--- config.mk ---
export PLATFORM = sky130hd
export DESIGN_NAME = slopeRampGen
export DESIGN_NICKNAME = d
export VERILOG_FILES = /design/src/rtl/slopeRampPkg.sv /design/src/rtl/slopeRampCtrl.sv /design/src/rtl/slopeRampDatapath.sv /design/src/rtl/slopeRampGen.sv
export SDC_FILE = /design/constraint.sdc
export NUM_CORES = 1
export LEC_CHECK = 0
export ABC_CLOCK_PERIOD_IN_PS = 4100
export BUFFER_PORTS_ARGS = -buffer_cell sky130_fd_sc_hd__clkbuf_2
export CORE_UTILIZATION = 50
export DETAILED_ROUTE_END_ITERATION = 10
export PLACE_DENSITY_LB_ADDON = 0.2
export SETUP_SLACK_MARGIN = 0.5
export SYNTH_ARGS = -nofsm -noshare
export SYNTH_HDL_FRONTEND = slang
export SYNTH_SLANG_ARGS = --single-unit
--- constraint.sdc ---
create_clock -name clk -period 4.1 [get_ports clk]
set_input_delay 0.205 -clock clk [delete_from_list [all_inputs] [get_ports clk]]
set_output_delay 0.205 -clock clk [all_outputs]
set_load 0.03 [all_outputs]
--- src/rtl/slopeRampPkg.sv ---
package slopeRampPkg;
  typedef struct packed {
    logic load;
    logic hold;
    logic step;
  } rampStrobe_t;
endpackage

--- src/rtl/slopeRampCtrl.sv ---
module slopeRampCtrl
  import slopeRampPkg::*;
#(
  parameter int NUM_SYNC = 3,
  localparam int SEL_W = $clog2(NUM_SYNC)
)(
  input  logic                clk,
  input  logic                rstN,
  input  logic [NUM_SYNC-1:0] syncIn,
  input  logic [SEL_W-1:0]    syncSel,
  input  logic                tripIn,
  output rampStrobe_t         strobe
);
  logic syncHit;
  logic frozenQ;

  always_comb begin
    syncHit = 1'b0;
    for (int i = 0; i < NUM_SYNC; i++) begin
      if (syncSel == SEL_W'(i)) syncHit = syncIn[i];
    end
  end

  always_ff @(posedge clk or negedge rstN) begin
    if (!rstN)        frozenQ <= 1'b0;
    else if (syncHit) frozenQ <= 1'b0;
    else if (tripIn)  frozenQ <= 1'b1;
  end

  always_comb begin
    strobe.load = syncHit;
    strobe.hold = !syncHit && (frozenQ || tripIn);
    strobe.step = !syncHit && !frozenQ && !tripIn;
  end
endmodule

--- src/rtl/slopeRampDatapath.sv ---
module slopeRampDatapath
  import slopeRampPkg::*;
#(
  parameter int RAMP_W = 16
)(
  input  logic              clk,
  input  logic              rstN,
  input  rampStrobe_t       strobe,
  input  logic              peakWr,
  input  logic [RAMP_W-1:0] peakData,
  input  logic              stepWr,
  input  logic [RAMP_W-1:0] stepData,
  output logic [RAMP_W-1:0] rampQ
);
  logic [RAMP_W-1:0] peakShadow;
  logic [RAMP_W-1:0] stepShadow;
  logic [RAMP_W-1:0] stepLive;
  logic [RAMP_W-1:0] rampNext;

  always_ff @(posedge clk or negedge rstN) begin
    if (!rstN) begin
      peakShadow <= '0;
      stepShadow <= '0;
    end else begin
      if (peakWr) peakShadow <= peakData;
      if (stepWr) stepShadow <= stepData;
    end
  end

  always_comb begin
    rampNext = rampQ;
    if (strobe.load)      rampNext = peakShadow;
    else if (strobe.step) rampNext = (rampQ > stepLive) ? rampQ - stepLive : '0;
  end

  always_ff @(posedge clk or negedge rstN) begin
    if (!rstN) begin
      rampQ    <= '0;
      stepLive <= '0;
    end else begin
      rampQ <= rampNext;
      if (strobe.load) stepLive <= stepShadow;
    end
  end
endmodule

--- src/rtl/slopeRampGen.sv ---
module slopeRampGen
  import slopeRampPkg::*;
#(
  parameter int RAMP_W   = 16,
  parameter int DAC_W    = 10,
  parameter int NUM_SYNC = 3
)(
  input  logic                         clk,
  input  logic                         rstN,
  input  logic [NUM_SYNC-1:0]          syncIn,
  input  logic [$clog2(NUM_SYNC)-1:0]  syncSel,
  input  logic                         peakWr,
  input  logic [RAMP_W-1:0]            peakData,
  input  logic                         stepWr,
  input  logic [RAMP_W-1:0]            stepData,
  input  logic                         tripIn,
  input  logic                         srcSelRamp,
  input  logic [DAC_W-1:0]             fixedCode,
  output logic [RAMP_W-1:0]            rampValue,
  output logic [DAC_W-1:0]             dacCode
);
  localparam int DAC_LSB = RAMP_W - DAC_W;

  rampStrobe_t strobe;
  logic        srcRampQ;

  slopeRampCtrl #(.NUM_SYNC(NUM_SYNC)) uCtrl (
    .clk(clk), .rstN(rstN), .syncIn(syncIn), .syncSel(syncSel),
    .tripIn(tripIn), .strobe(strobe)
  );

  slopeRampDatapath #(.RAMP_W(RAMP_W)) uPath (
    .clk(clk), .rstN(rstN), .strobe(strobe),
    .peakWr(peakWr), .peakData(peakData),
    .stepWr(stepWr), .stepData(stepData),
    .rampQ(rampValue)
  );

  always_ff @(posedge clk or negedge rstN) begin
    if (!rstN) srcRampQ <= 1'b0;
    else       srcRampQ <= srcSelRamp;
  end

  assign dacCode = srcRampQ ? rampValue[RAMP_W-1:DAC_LSB] : fixedCode;
endmodule

-- Word-level counts from Yosys, hierarchy flattened
Cells that the tools add are included.
Widths: inputs -> output; s select.
- add/sub/neg operators: 1
- multipliers: 0
- div/mod/pow operators: 0
- magnitude comparators: 1
- equality and inequality tests: 2
- shift operators: 0
- mux-type cells: 9
- bitwise operators: 0
- reductions and logical operators: 8
- operator list (cell ; number):
    $mux 16 ; 3
    $gt 16x16->1 ; 1
    $sub 16x16->16 ; 1
    $mux 10 ; 1
    $mux 1 ; 5
    $reduce_bool 2->1 ; 2
    $logic_not 1->1 ; 3
    $eq 2x1->1 const B ; 1
    $eq 2x2->1 const B ; 1
    $logic_and 1x1->1 ; 2
    $logic_not 2->1 ; 1
- flip-flop bits (word level): 66
- bits in latches: 0
- memory bits (writable): 0
- ROM bits: 0
- input bits: 53
- output and inout port bits: 26
- word-level logic and storage cells: 27
- memories kept: 0

-- Depth between registers and ports, before layout
- depth in word-level cells: 9
- depth in mapped cells: 10
- gate-level depth less buffers: 9

-- Hierarchy
Synthesis repeated with hierarchy kept, for this count alone.
- cells, all modules: 333
- area, all modules: 3667.3 sq um
- by module, submodules not included (module ; instances ; cells an instance ; area each (sq um) ; seq. area each (sq um)):
    slopeRampDatapath ; 1 ; 311 ; 3364.5 ; 1601.5
    slopeRampGen ; 1 ; 12 ; 186.4 ; 25.0
    slopeRampCtrl ; 1 ; 10 ; 116.4 ; 25.0

-- Worst setup path before layout
Ideal clock, no wire load.
- kind: reg-to-reg
- start point: register uPath.rampQ[0]
- end point: register uPath.rampQ[10]
- setup time: 86 ps
- arrival time: 2340 ps
- required time: 4014 ps
- setup slack: 1674 ps
- stages on the path, launching flop included: 11
- buffers on the path: 1
- clock period less this slack: 2426 ps
- cell sequence: dfrtp_1 -> inv_1 -> ha_1 -> fa_1 -> nand2b_1 -> a21oi_1 -> o21ai_0 -> o211ai_1 -> nand3_4 -> buf_12 -> o221ai_2
- longest elaborated chain between the ends: 4
- elaborated cells between the ends (all ways): 5
- those cells by class: add/sub: 1; order compare: 1; mux: 3
- ends and longest elaborated chain (element ; RTL line ; source):
    from (decl) ; slopeRampDatapath.sv:13 ; output logic [RAMP_W-1:0] rampQ
    from (signal assigned) ; slopeRampDatapath.sv:41 ; rampQ <= rampNext;
    $sub 16x16->16 / $gt 16x16->1 (equally long branches) ; slopeRampDatapath.sv:33 ; else if (strobe.step) rampNext = (rampQ > stepLive) ? rampQ - stepLive : '0;
    $mux 16 (*) (2 in a row) ; slopeRampDatapath.sv:33 ;
    $mux 16 (*) ; slopeRampDatapath.sv:32 ; if (strobe.load) rampNext = peakShadow;
Mark *: on every way between the ends. The rest lies on a longest branch, timed or not. The select of a mux whose other input is x is not followed.
A chain may end at the register's enable or synchronous reset.

-- Final worst setup path
- start point: register uPath.rampQ[0]
- end point: register uPath.rampQ[4]
The elaborated chain is that of the path after synthesis.

==> impl_metrics.json <==
{
  "nets": 492,
  "rows": 30,
  "grt_pass1_wl_mm": 13.03,
  "syn_inst": 345,
  "antenna_found_initial": 0,
  "layout.cells.non_filler": 522,
  "place_ws_ps": 1420,
  "gp_congestion": 0.8867,
  "tightest_slew_ps": 738.8,
  "slowest_delay_ps": 410,
  "hp-class": "input port to register",
  "first_global_vias": 2671,
  "setup_viol": 0,
  "final_antenna_net_count": 0,
  "n_antenna_cell": 0,
  "status": "finished clean",
  "criticalPathCategory": "register to register",
  "wl_per_cell_um": 15.01,
  "cts.htree.levels": 3,
  "via_count": 2819,
  "hold_viol": 0,
  "drc": 0,
  "yosysTopAreaCell": "dfrtp_1",
  "required_ps": 4350,
  "critPathBufInv": 1,
  "synth_cell_types": 38,
  "power_w": 0.002628,
  "insertion_delay_ps": 340,
  "die_y_um": 86.72,
  "die_area_um2": 7519,
  "crit_path_max_fanout": 16,
  "period_share": 0.6573,
  "slew_violations": 0,
  "leakagePower_nw": 1.988,
  "cts_tree": "done",
  "clockBufferDepth": 2,
  "yosysTopAreaCellShare": 0.4603,
  "vias_per_cell": 5.400,
  "grt_setup_unrepaired": "false",
  "grt.total_usage": 0.2322,
  "path_delay_family": "compound AO/OA/AOI/OAI gates",
  "port_buffers": 78,
  "synth.area.top_cells": "dfrtp_1 46%, mux2_2 13%, nand2_1 5.9%",
  "yosysSeqAreaShare": 0.4603,
  "p_per_area_nw_per_um2": 611.9,
  "period_needed_ps": 2695,
  "worst_slack_ps": 1405,
  "io_pins": 79,
  "route.met3.wl_um": 365,
  "cp.arrival_ps": 2950,
  "async_flop_share": 1.000,
  "top_layer": "met4",
  "core-area_um2": 6869,
  "syn-cell-area_um2": 3588,
  "cts.sinks": 66,
  "synth_ff_type": "dfrtp_1",
  "wl_met2_mm": 3.640,
  "dp_hpwl_mm": 5.933,
  "fmax_mhz": 371.1,
  "crit_chain": "inv_1 > ha_1 > fa_1 > nand2b_1 > a21oi_1 > o21ai_0 > o211ai_1 > nand3_4 > o31ai_1",
  "drt-met1-wl_mm": 3.759,
  "synth.avg_cell_area_um2": 10.40,
  "syn_to_final_growth_pct": 19.70,
  "synth_nets": 415,
  "synth_edf_count": 0,
  "grt_max_degree": 39,
  "drive_gt1_frac": 0.3592,
  "cts_root_buffer": "clkbuf_8",
  "max_slew_margin": 0.5075,
  "initial_core_util": 0.5224,
  "endpoint_kind": "register",
  "max-cap-violations": 0,
  "finClkSkew_ps": 10.57,
  "finalSetupTns_ps": 0,
  "drtIter0Drc": 181,
  "grt_overflow": 0,
  "clk_pin_slew_ps": 70,
  "yosysWarnings": 0,
  "slowest_stage": "fa_1",
  "startpoint_type": "register",
  "max-vdd-ir-drop_mv": 0.3274,
  "place_inst": 505,
  "die_w_um": 86.72,
  "routed_wl_mm": 7.836,
  "firstDrtPassIters": 4,
  "cts-buffers-inserted": 9,
  "ys_ff_latch": 66
}
per-layer routing:
metal / GRT usage / vias to the layer above
met5: 0 / -
met4: 0.08182 / 0
met3: 0.04667 / 6
met2: 0.3535 / 79
met1: 0.3309 / 1359
li1: - / 1375
power breakdown:
group | internal (W) | total (W) | switching, W
clock network | 0.000372 | 0.000617 | 0.000245
logic | 0.000443 | 0.00117 | 0.000729
registers | 0.000760 | 0.000839 | 0.0000788
total | 0.00157 | 0.00263 | 0.00105
worst paths after layout:
kind                                       from              endpoint  slack (ps)  depth (start not counted)
min in group asynchronous                  rstN  uPath.peakShadow[15]         460                          2
setup / recovery                 uPath.rampQ[0]        uPath.rampQ[4]        1410                          9
max in group asynchronous                  rstN    uPath.stepLive[13]        2730                          3
hold reg to reg            uPath.peakShadow[10]       uPath.rampQ[10]         490                          2
setup reg to reg                 uPath.rampQ[0]        uPath.rampQ[4]        1410                          9
hold / removal                     stepData[11]  uPath.stepShadow[11]          90                          2
per-stage QoR:
stage	hold slack [ps]	area, µm²	util
after floorplan	-90.59	3588	-
after global placement	313.3	4049	0.5894
after detailed placement	315.1	4049	0.5894
after CTS	81.81	4295	0.6253
after global routing	72.21	4295	0.6253
final	90.63	4295	0.6253
worst reg2reg max path, stage by stage, from the launching register on:
cell      delay, ps
dfrtp_1         360
inv_1            50
ha_1            220
fa_1            410
nand2b_1        190
a21oi_1         200
o21ai_0         270
o211ai_1        330
nand3_4         280
o31ai_1         300
state kept, by name, summed over array words and instances, names as in the netlist:
signal	flops
srcRampQ	1
uCtrl.frozenQ	1
uPath.stepLive	16
uPath.rampQ	16
uPath.peakShadow	16
uPath.stepShadow	16
what timing repair did:
action / in CTS / in global routing
endpoints found under the hold margin: 33 / 0
setup buffers: 0 / 0
hold buffers: 2 / 0
gates resized for setup: 0 / 0
logic make-up (layout without fill, tap and decap cells):
family	after synthesis	in the layout	synth area share
AND/OR/NAND/NOR	94	94	0.1165
buffers and inverters	34	115	0.04079
adder cells (fa/ha/maj)	17	17	0.06137
multiplexers	44	44	0.1377
XOR/XNOR	13	13	0.03173
AO/OA/AOI/OAI	77	77	0.1517
flip-flops	66	66	0.4602
cell usage after synthesis (2+ instances only):
master / instances
o221ai_2: 10
a21oi_1: 16
nand2_1: 56
nand3_1: 3
nor2_1: 18
clkbuf_1: 11
buf_2: 2
mux2_2: 43
dfrtp_1: 66
buf_1: 2
o21ai_0: 29
o221ai_1: 5
a211oi_1: 5
xor2_1: 5
xnor2_1: 8
ha_1: 16
nand4_1: 2
nand2b_1: 6
o211ai_1: 4
and3_1: 2
o31ai_1: 2
inv_1: 18
cell usage in the layout (no fill, tap or decap), types with 2 or more instances in the layout:
master,n
o31ai_1,2
xor2_1,5
buf_4,2
clkbuf_2,77
nand2_1,56
inv_1,18
a211oi_1,5
mux2_2,43
xnor2_1,8
and3_1,2
ha_1,16
a21oi_1,16
nand2b_1,6
o21ai_0,29
clkinvlp_4,2
o211ai_1,4
dlygate4sd3_1,2
nand3_1,3
bufinv_16,2
nand4_1,2
nor2_1,18
o221ai_1,5
o221ai_2,10
dfrtp_1,66
clkbuf_8,11
layout make-up:
type                    instances  area (µm²)
inverters                      18       67.56
flip-flops and latches         66        1652
well taps                      96       120.1
repair buffers                 82       425.4
clock buffers                  11       151.4
fillers                       628        2574
multi-input cells             245        1804
clock inverters                 4       75.07
Note: power is estimated with default switching activity, not from simulation.
